<file path="src/rtl/pgom_pkg.sv">
// Package: shared types for the power gating opportunity monitor.
// Assumes nothing beyond IEEE 1800-2017 enum support.
package pgom_pkg;
    // Window control state: either waiting for a start or measuring.
    typedef enum logic {
        WIN_CLOSED = 1'b0,
        WIN_OPEN   = 1'b1
    } win_state_t;
endpackage

</file>
<file path="src/rtl/pgom_run_tracker.sv">
// Module: pgom_run_tracker
// Counts the length of the current idle run, saturating at its maximum,
// and presents the credit that run would earn against the per-episode cost.
// Assumes: RUN_W > OVH_W; clear and close both zero the run; clear wins.
module pgom_run_tracker #(
    parameter int RUN_W = 16,
    parameter int OVH_W = 8
) (
    input  logic             clk,
    input  logic             rst_n,
    input  logic             clear,
    input  logic             close,
    input  logic             step_idle,
    input  logic [OVH_W-1:0] ovh,
    output logic [RUN_W-1:0] run_len,
    output logic [RUN_W-1:0] credit
);
    localparam logic [RUN_W-1:0] RUN_MAX = {RUN_W{1'b1}};

    logic [RUN_W-1:0] ovh_ext;

    assign ovh_ext = {{(RUN_W-OVH_W){1'b0}}, ovh};

    // Run-length register: clears on window start or run close, else counts idle.
    always_ff @(posedge clk) begin
        if (!rst_n) begin
            run_len <= '0;
        end else if (clear || close) begin
            run_len <= '0;
        end else if (step_idle && (run_len != RUN_MAX)) begin
            run_len <= run_len + 1'b1;
        end
    end

    // Credit of the current run: cycles beyond the overhead, or zero.
    always_comb begin
        if (run_len > ovh_ext) begin
            credit = run_len - ovh_ext;
        end else begin
            credit = '0;
        end
    end
endmodule

</file>
<file path="src/rtl/pgom_sat_acc.sv">
// Module: pgom_sat_acc
// Saturating accumulator: clears synchronously, adds a value when enabled,
// and clamps at all-ones instead of wrapping.
// Assumes: clear has priority over add.
module pgom_sat_acc #(
    parameter int W = 32
) (
    input  logic         clk,
    input  logic         rst_n,
    input  logic         clear,
    input  logic         add_en,
    input  logic [W-1:0] add_val,
    output logic [W-1:0] sum
);
    localparam logic [W-1:0] SUM_MAX = {W{1'b1}};

    logic [W:0] wide_sum;

    // Full-width sum to expose the carry used for clamping.
    always_comb begin
        wide_sum = {1'b0, sum} + {1'b0, add_val};
    end

    // Accumulator register with clear priority and saturation.
    always_ff @(posedge clk) begin
        if (!rst_n) begin
            sum <= '0;
        end else if (clear) begin
            sum <= '0;
        end else if (add_en) begin
            if (wide_sum[W]) begin
                sum <= SUM_MAX;
            end else begin
                sum <= wide_sum[W-1:0];
            end
        end
    end
endmodule

</file>
<file path="src/rtl/pg_opportunity_monitor.sv">
// Module: pg_opportunity_monitor (top)
// Measures, over a software-delimited window, the total cycles and the
// cycles an execution unit could have been power gated under ideal
// prediction, charging a fixed overhead per sleep episode.
// Assumes: ACC_W > RUN_W > OVH_W; start and end are single-cycle pulses;
// the start and end cycles are not themselves counted.
module pg_opportunity_monitor
    import pgom_pkg::*;
#(
    parameter int RUN_W = 16,
    parameter int ACC_W = 32,
    parameter int OVH_W = 8
) (
    input  logic             clk,
    input  logic             rst_n,
    input  logic             busy_i,
    input  logic [OVH_W-1:0] overhead_i,
    input  logic             win_start_i,
    input  logic             win_end_i,
    output logic [ACC_W-1:0] total_o,
    output logic [ACC_W-1:0] opp_o,
    output logic             done_o
);
    localparam logic [ACC_W-1:0] ONE = {{(ACC_W-1){1'b0}}, 1'b1};

    win_state_t       state_q;
    logic [OVH_W-1:0] ovh_q;
    logic             is_open;
    logic             sample;
    logic             close_evt;
    logic             finish;
    logic [RUN_W-1:0] run_len;
    logic [RUN_W-1:0] credit;
    logic [ACC_W-1:0] credit_ext;
    logic             credit_nz;

    // Derive per-cycle control from window state and the pulse inputs.
    always_comb begin
        is_open    = (state_q == WIN_OPEN);
        sample     = is_open && !win_start_i && !win_end_i;
        close_evt  = is_open && !win_start_i && (win_end_i || busy_i);
        finish     = is_open && !win_start_i && win_end_i;
        credit_ext = {{(ACC_W-RUN_W){1'b0}}, credit};
        credit_nz  = (credit != '0);
    end

    // Window state: start opens (or reopens), end closes.
    always_ff @(posedge clk) begin
        if (!rst_n) begin
            state_q <= WIN_CLOSED;
        end else if (win_start_i) begin
            state_q <= WIN_OPEN;
        end else if (win_end_i) begin
            state_q <= WIN_CLOSED;
        end
    end

    // Overhead capture: latched once per window at the start pulse.
    always_ff @(posedge clk) begin
        if (!rst_n) begin
            ovh_q <= '0;
        end else if (win_start_i) begin
            ovh_q <= overhead_i;
        end
    end

    // Done pulse: one cycle after a valid window end.
    always_ff @(posedge clk) begin
        if (!rst_n) begin
            done_o <= 1'b0;
        end else begin
            done_o <= finish;
        end
    end

    pgom_run_tracker #(
        .RUN_W (RUN_W),
        .OVH_W (OVH_W)
    ) u_run (
        .clk       (clk),
        .rst_n     (rst_n),
        .clear     (win_start_i),
        .close     (close_evt),
        .step_idle (sample && !busy_i),
        .ovh       (ovh_q),
        .run_len   (run_len),
        .credit    (credit)
    );

    pgom_sat_acc #(
        .W (ACC_W)
    ) u_total (
        .clk     (clk),
        .rst_n   (rst_n),
        .clear   (win_start_i),
        .add_en  (sample),
        .add_val (ONE),
        .sum     (total_o)
    );

    pgom_sat_acc #(
        .W (ACC_W)
    ) u_opp (
        .clk     (clk),
        .rst_n   (rst_n),
        .clear   (win_start_i),
        .add_en  (close_evt && credit_nz),
        .add_val (credit_ext),
        .sum     (opp_o)
    );
endmodule

</file>
<file path="config.mk">
export PLATFORM = sky130hd
export DESIGN_NAME = pg_opportunity_monitor
export DESIGN_NICKNAME = d
export VERILOG_FILES = /design/src/rtl/pgom_pkg.sv /design/src/rtl/pgom_run_tracker.sv /design/src/rtl/pgom_sat_acc.sv /design/src/rtl/pg_opportunity_monitor.sv
export SDC_FILE = /design/constraint.sdc
export NUM_CORES = 1
export LEC_CHECK = 0
export ABC_CLOCK_PERIOD_IN_PS = 6600
export BUFFER_PORTS_ARGS = -buffer_cell sky130_fd_sc_hd__buf_4
export CAP_MARGIN = 10
export CELL_PAD_IN_SITES_DETAIL_PLACEMENT = 0
export CELL_PAD_IN_SITES_GLOBAL_PLACEMENT = 2
export CORE_UTILIZATION = 25
export CTS_CLUSTER_SIZE = 25
export DETAILED_ROUTE_END_ITERATION = 6
export PLACE_DENSITY_LB_ADDON = 0.12
export SLEW_MARGIN = 20
export SYNTH_ARGS = -nofsm -noshare
export SYNTH_HDL_FRONTEND = slang
export SYNTH_SLANG_ARGS = --single-unit
</file>
<file path="constraint.sdc">
create_clock -name clk -period 6.6 [get_ports clk]
set_clock_uncertainty 0.2 [all_clocks]
set_input_delay 1.32 -clock clk [delete_from_list [all_inputs] [get_ports clk]]
set_output_delay 1.32 -clock clk [all_outputs]
set_load 0.03 [all_outputs]
</file>
# Word level (Yosys, flattened, before mapping)
# Cells that the tools add are included.
# totals
in_bits	13
latch_bits	0
romBits	0
regBits	90
mem_count	0
ram_bits	0
# classes
n_bitwise	1
reduce_logical	16
eq_ne	1
n_div	0
multipliers	0
n_lt_le_gt_ge	1
addsub	4
muxes	5
shift	0
# ops
op	n
32-bit 2-to-1 mux	2
32-bit by 1-bit adder with 33-bit output, second input constant	1
32-bit by 16-bit adder with 33-bit output	1
16-bit by 1-bit adder with 16-bit output, second input constant	1
16-bit by 8-bit greater-than comparator with 1-bit output	1
16-bit 2-to-1 mux	1
16-bit inequality test, second input constant	1
16-bit nonzero test	1
16-bit by 8-bit subtractor with 16-bit output	1
1-bit logical AND	7
2-bit OR reduction	2
1-bit logical NOT	3
1-bit logical OR	2
1-bit 2-to-1 mux	2
2-bit nonzero test	1
1-bit inverter	1

# Longest topological paths before layout
# logic_depth
word_depth	5
depth_mapped	20

# Cells and area by module
# Synthesis repeated with hierarchy kept, for this count alone.
# unflattened
cells_unflattened	945
hier_area_um2	7845.0
# modules_own_cells
mod	seq_area_each_um2	instances	cells_each	area_each_um2
pgom_sat_acc (u_total)	640.6	1	360	3002.9
pgom_sat_acc (u_opp)	640.6	1	340	2874.0
pgom_run_tracker	320.3	1	202	1526.5
pg_opportunity_monitor	200.2	1	43	441.7

# Least setup slack after synthesis
# No wires, ideal clock.
# synth_path
path_type	flip-flop to flip-flop
start	register u_run.run_len[0]
end	register u_opp.sum[17]
path_stages_with_launch	21
setup_slack_ns	1.822
arrival_ns	4.491
t_required_ns	6.314
setup_ns	0.086
path_cell_list	dfxtp_1 > inv_1 > ha_1 > fa_1 > nand2b_1 > a211oi_2 > o22a_1 > nor2_1 > clkbuf_1 > nor2_1 > ha_1 > inv_1 > fa_1 > nand2b_1 > a21o_1 > a211oi_2 > o21ai_1 > a2111oi_4 > buf_6 > o211ai_1 > a221oi_2
# synth_via
elab_chain_len	4
# synth_lines
element	line_no	text
start, declared	pgom_run_tracker.sv:15	output logic [RUN_W-1:0] run_len,
start signal, assigned	pgom_run_tracker.sv:31	run_len <= run_len + 1'b1;
16-bit by 8-bit subtractor with 16-bit output or 16-bit by 8-bit greater-than comparator with 1-bit output (tied branches)	pgom_run_tracker.sv:38, pgom_run_tracker.sv:37	
16-bit 2-to-1 mux *	pgom_run_tracker.sv:37	if (run_len > ovh_ext) begin
32-bit by 16-bit adder with 33-bit output or 16-bit nonzero test (tied branches)	pgom_sat_acc.sv:21, pg_opportunity_monitor.sv:44	
32-bit 2-to-1 mux or 1-bit logical AND (tied branches)	pgom_sat_acc.sv:31, pg_opportunity_monitor.sv:107	
end signal, assigned	pgom_sat_acc.sv:34	sum <= wide_sum[W-1:0];
end, declared	pgom_sat_acc.sv:13	output logic [W-1:0] sum
# Mark *: on every way between the ends. The rest lies on a longest branch, timed or not.
# A chain may end at the register's enable or synchronous reset.

# Worst setup path after layout
# layout_path
start	register u_run.run_len[0]
end	register u_opp.sum[27]
# The elaborated chain is that of the path after synthesis.

==> flow_summary.json <==
{
  "crit_slowest_cell": "a2111oi_4",
  "first_pass_iters": 5,
  "die_w_um": 154,
  "path_max_fanout": 17,
  "cts_hold_buf": 0,
  "postCtsSetupBuffers": 0,
  "vias": 5341,
  "synthFlopType": "dfxtp_1",
  "netlist_instances": 693,
  "rows": 55,
  "nets": 795,
  "p_leak_uw": 0.00263,
  "numCtsBuffers": 9,
  "grt_use_total_pct": 15.1,
  "die_area_um2": 23700,
  "clk_pin_slew_ns": 0.08,
  "path_delay_family": "compound AO/OA/AOI/OAI gates",
  "placed_cells": 1028,
  "synth-async-reset-ratio_pct": 0,
  "outcome": "finished clean",
  "wl_um": 17800,
  "cts_resized": 0,
  "min_from": "u_opp.sum[31]",
  "syn_area_um2": 5780,
  "cts_tree": "yes",
  "place.gp.congestion": 0.800,
  "cts_root_buf": "clkbuf_16",
  "core-area_um2": 22600,
  "io_pins": 78,
  "htree_levels": 3,
  "r2r.worst_path.cells": 19,
  "crit_start": "u_run.run_len[0]",
  "synth-edff-count": 0,
  "dieHeight_um": 154,
  "grt_pass1_vias": 5235,
  "vdd_drop_max_uv": 94.0,
  "worst-path-buf-inv": 3,
  "finalPower_uw": 1250,
  "path_class": "register to register",
  "syn_area_per_cell_um2": 8.34,
  "grt_pass1_wl_um": 28300,
  "yosysUniqueCellTypes": 76,
  "tightest_slew_ns": 1.01,
  "ant_nets": 0,
  "crit_required_ns": 6.67,
  "reg2reg_from": "u_run.run_len[0]",
  "power_density_nw_per_um2": 182,
  "hold_end": "u_opp.sum[31]",
  "finalHoldViolations": 0,
  "ys_seq_area_share_pct": 31.2,
  "slew_violations": 0,
  "final_area_um2": 6890,
  "antenna_found_initial": 0,
  "ys_ff_latch": 90,
  "rsz0062_at_grt": "false",
  "syn-num-nets": 734,
  "initial_core_util_pct": 25.5,
  "clock_sinks": 90,
  "startpoint_type": "register",
  "drt_drc_violations_left": 0,
  "dp.final_hpwl_um": 12900,
  "grt_max_degree": 59,
  "clockBufferDepth": 2,
  "period_share_pct": 84.2,
  "rrSetupSlack_ns": 1.04,
  "cp_cell_sequence": "inv_1 -> ha_1 -> fa_1 -> nand2b_1 -> a211oi_2 -> o22a_1 -> nor2_2 -> nor2_1 -> ha_1 -> inv_1 -> fa_1 -> nand2b_1 -> a21o_1 -> a211oi_2 -> o21ai_1 -> a2111oi_4 -> buf_4 -> and4b_1 -> a211oi_1",
  "slew_headroom_pct": 32.4,
  "yosys_warnings": 0,
  "drive_above_1_share_pct": 16.7,
  "drv_cap": 0,
  "cp.arrival_ns": 5.63,
  "totalNegativeSetupSlack_ns": 0,
  "clock_latency_ns": 0.36,
  "viasPerCell": 5.12,
  "rr_endpoint": "u_opp.sum[27]",
  "hold_class": "register to register",
  "critPathMaxStageDelay_ns": 0.63,
  "fin_cells": 1044,
  "diodes": 0,
  "holdPathStages": 2,
  "finalSetupViolations": 0,
  "portBuffers": 77,
  "fmax_ghz": 0.180,
  "area_growth_pct": 19.3,
  "drtIter0Drc": 245,
  "place_area_um2": 6580,
  "critPathCaptureType": "register",
  "gr-total-overflow": 0,
  "fin_crit_ns": 5.56,
  "post_drt_wl_per_cell_um": 17.0
}
[cells in the final DEF (no fill, tap or decap), drive strengths merged, types with 9 or more instances in the layout]
cell type and n:
and3 14, o21ai 28, nor2 63, nor4 17, a21oi 62, dfxtp 90, buf 82, xnor2 30
nand4 17, a31oi 10, inv 29, ha 26, nor2b 13, clkbuf 9, a211oi 18, nand3 23
xor2 23, nand2 41, and2 10, mux2i 13, nor3 32
[worst reg2reg max path, stage by stage (launching register included)]
cell       delay, ns
dfxtp_1         0.37
inv_1           0.09
ha_1            0.23
fa_1            0.41
nand2b_1        0.23
a211oi_2        0.34
o22a_1          0.31
nor2_2          0.18
nor2_1          0.13
ha_1            0.20
inv_1           0.06
fa_1            0.39
nand2b_1        0.17
a21o_1          0.20
a211oi_2        0.32
o21ai_1         0.21
a2111oi_4       0.63
buf_4           0.34
and4b_1         0.23
a211oi_1        0.22
[synth_stat cells, types with 7 or more instances]
| library cell | count | share of area (%) |
|---|---|---|
| nand4_1 | 16 | 1.7 |
| a21oi_1 | 62 | 5.4 |
| nor2b_1 | 13 | 1.4 |
| xnor2_1 | 30 | 4.5 |
| o21ai_0 | 23 | 2.0 |
| nor4_1 | 16 | 1.7 |
| nor2_1 | 63 | 4.1 |
| inv_1 | 24 | 1.6 |
| and2_1 | 8 | 0.87 |
| nand3_1 | 22 | 1.9 |
| dfxtp_1 | 90 | 31 |
| mux2i_1 | 13 | 2.3 |
| clkbuf_1 | 19 | 1.2 |
| xor2_1 | 23 | 3.5 |
| a31oi_1 | 10 | 1.1 |
| nor3_1 | 29 | 2.5 |
| ha_1 | 26 | 5.6 |
| a211oi_1 | 16 | 2.1 |
| or3_1 | 7 | 0.76 |
| nand2b_1 | 7 | 0.76 |
| and3_1 | 14 | 1.5 |
| nand2_1 | 41 | 2.7 |
| buf_2 | 7 | 0.61 |
[state kept, by name (all words and copies together) (netlist names)]
| signal | flops |
|---|---|
| done_o | 1 |
| is_open | 1 |
| ovh_q | 8 |
| u_opp.sum | 32 |
| u_run.run_len | 16 |
| u_total.sum | 32 |
[worst max path at each step]
stage,to,cells past startpoint
global route,u_opp.sum[27],19
detailed placement,u_opp.sum[27],19
global placement,u_opp.sum[27],19
floorplan,u_opp.sum[17],20
finish,u_opp.sum[27],19
CTS,u_opp.sum[27],19
[per-stage QoR]
stage	utilization [%]	hold WS [ns]	worst slack, ns
finish	30.4	0.308	1.04
CTS	30.4	0.309	0.902
global route	30.4	0.322	0.600
detailed placement	29.1	0.298	0.973
floorplan	-	0.283	1.82
global placement	29.1	0.293	1.12
[kinds of logic after synthesis]
| logic type | synth area share, % |
|---|---|
| AND/OR/NAND/NOR | 26.1 |
| XOR/XNOR | 8.03 |
| AO/OA/AOI/OAI | 21.4 |
| buffers and inverters | 4.63 |
| flip-flops | 31.2 |
| multiplexers | 2.25 |
| adder cells (fa/ha/maj) | 6.32 |
[routing by layer]
metal | part of all wire [%] | GRT usage (%) | wire length, um
met5 | 0 | 0 | 0
met2 | 45 | 24.2 | 8050
met1 | 50 | 20.6 | 8860
met3 | 3.3 | 2.06 | 593
met4 | 1.7 | 5.10 | 294
[power breakdown]
part / total [uW] / switching, uW / internal (uW)
Sequential: 550 / 3.19 / 547
Clock: 559 / 257 / 302
Combinational: 142 / 87.7 / 54.7
[final cells by class]
cell class | instances | area, um2
tap | 285 | 357
fill | 2372 | 15800
clock inverter | 7 | 83.8
timing repair buffer | 82 | 616
multi-input combinational | 546 | 3710
sequential | 90 | 1800
inverter | 25 | 93.8
clock buffer | 9 | 225
Power figures use the tool's default switching activity.
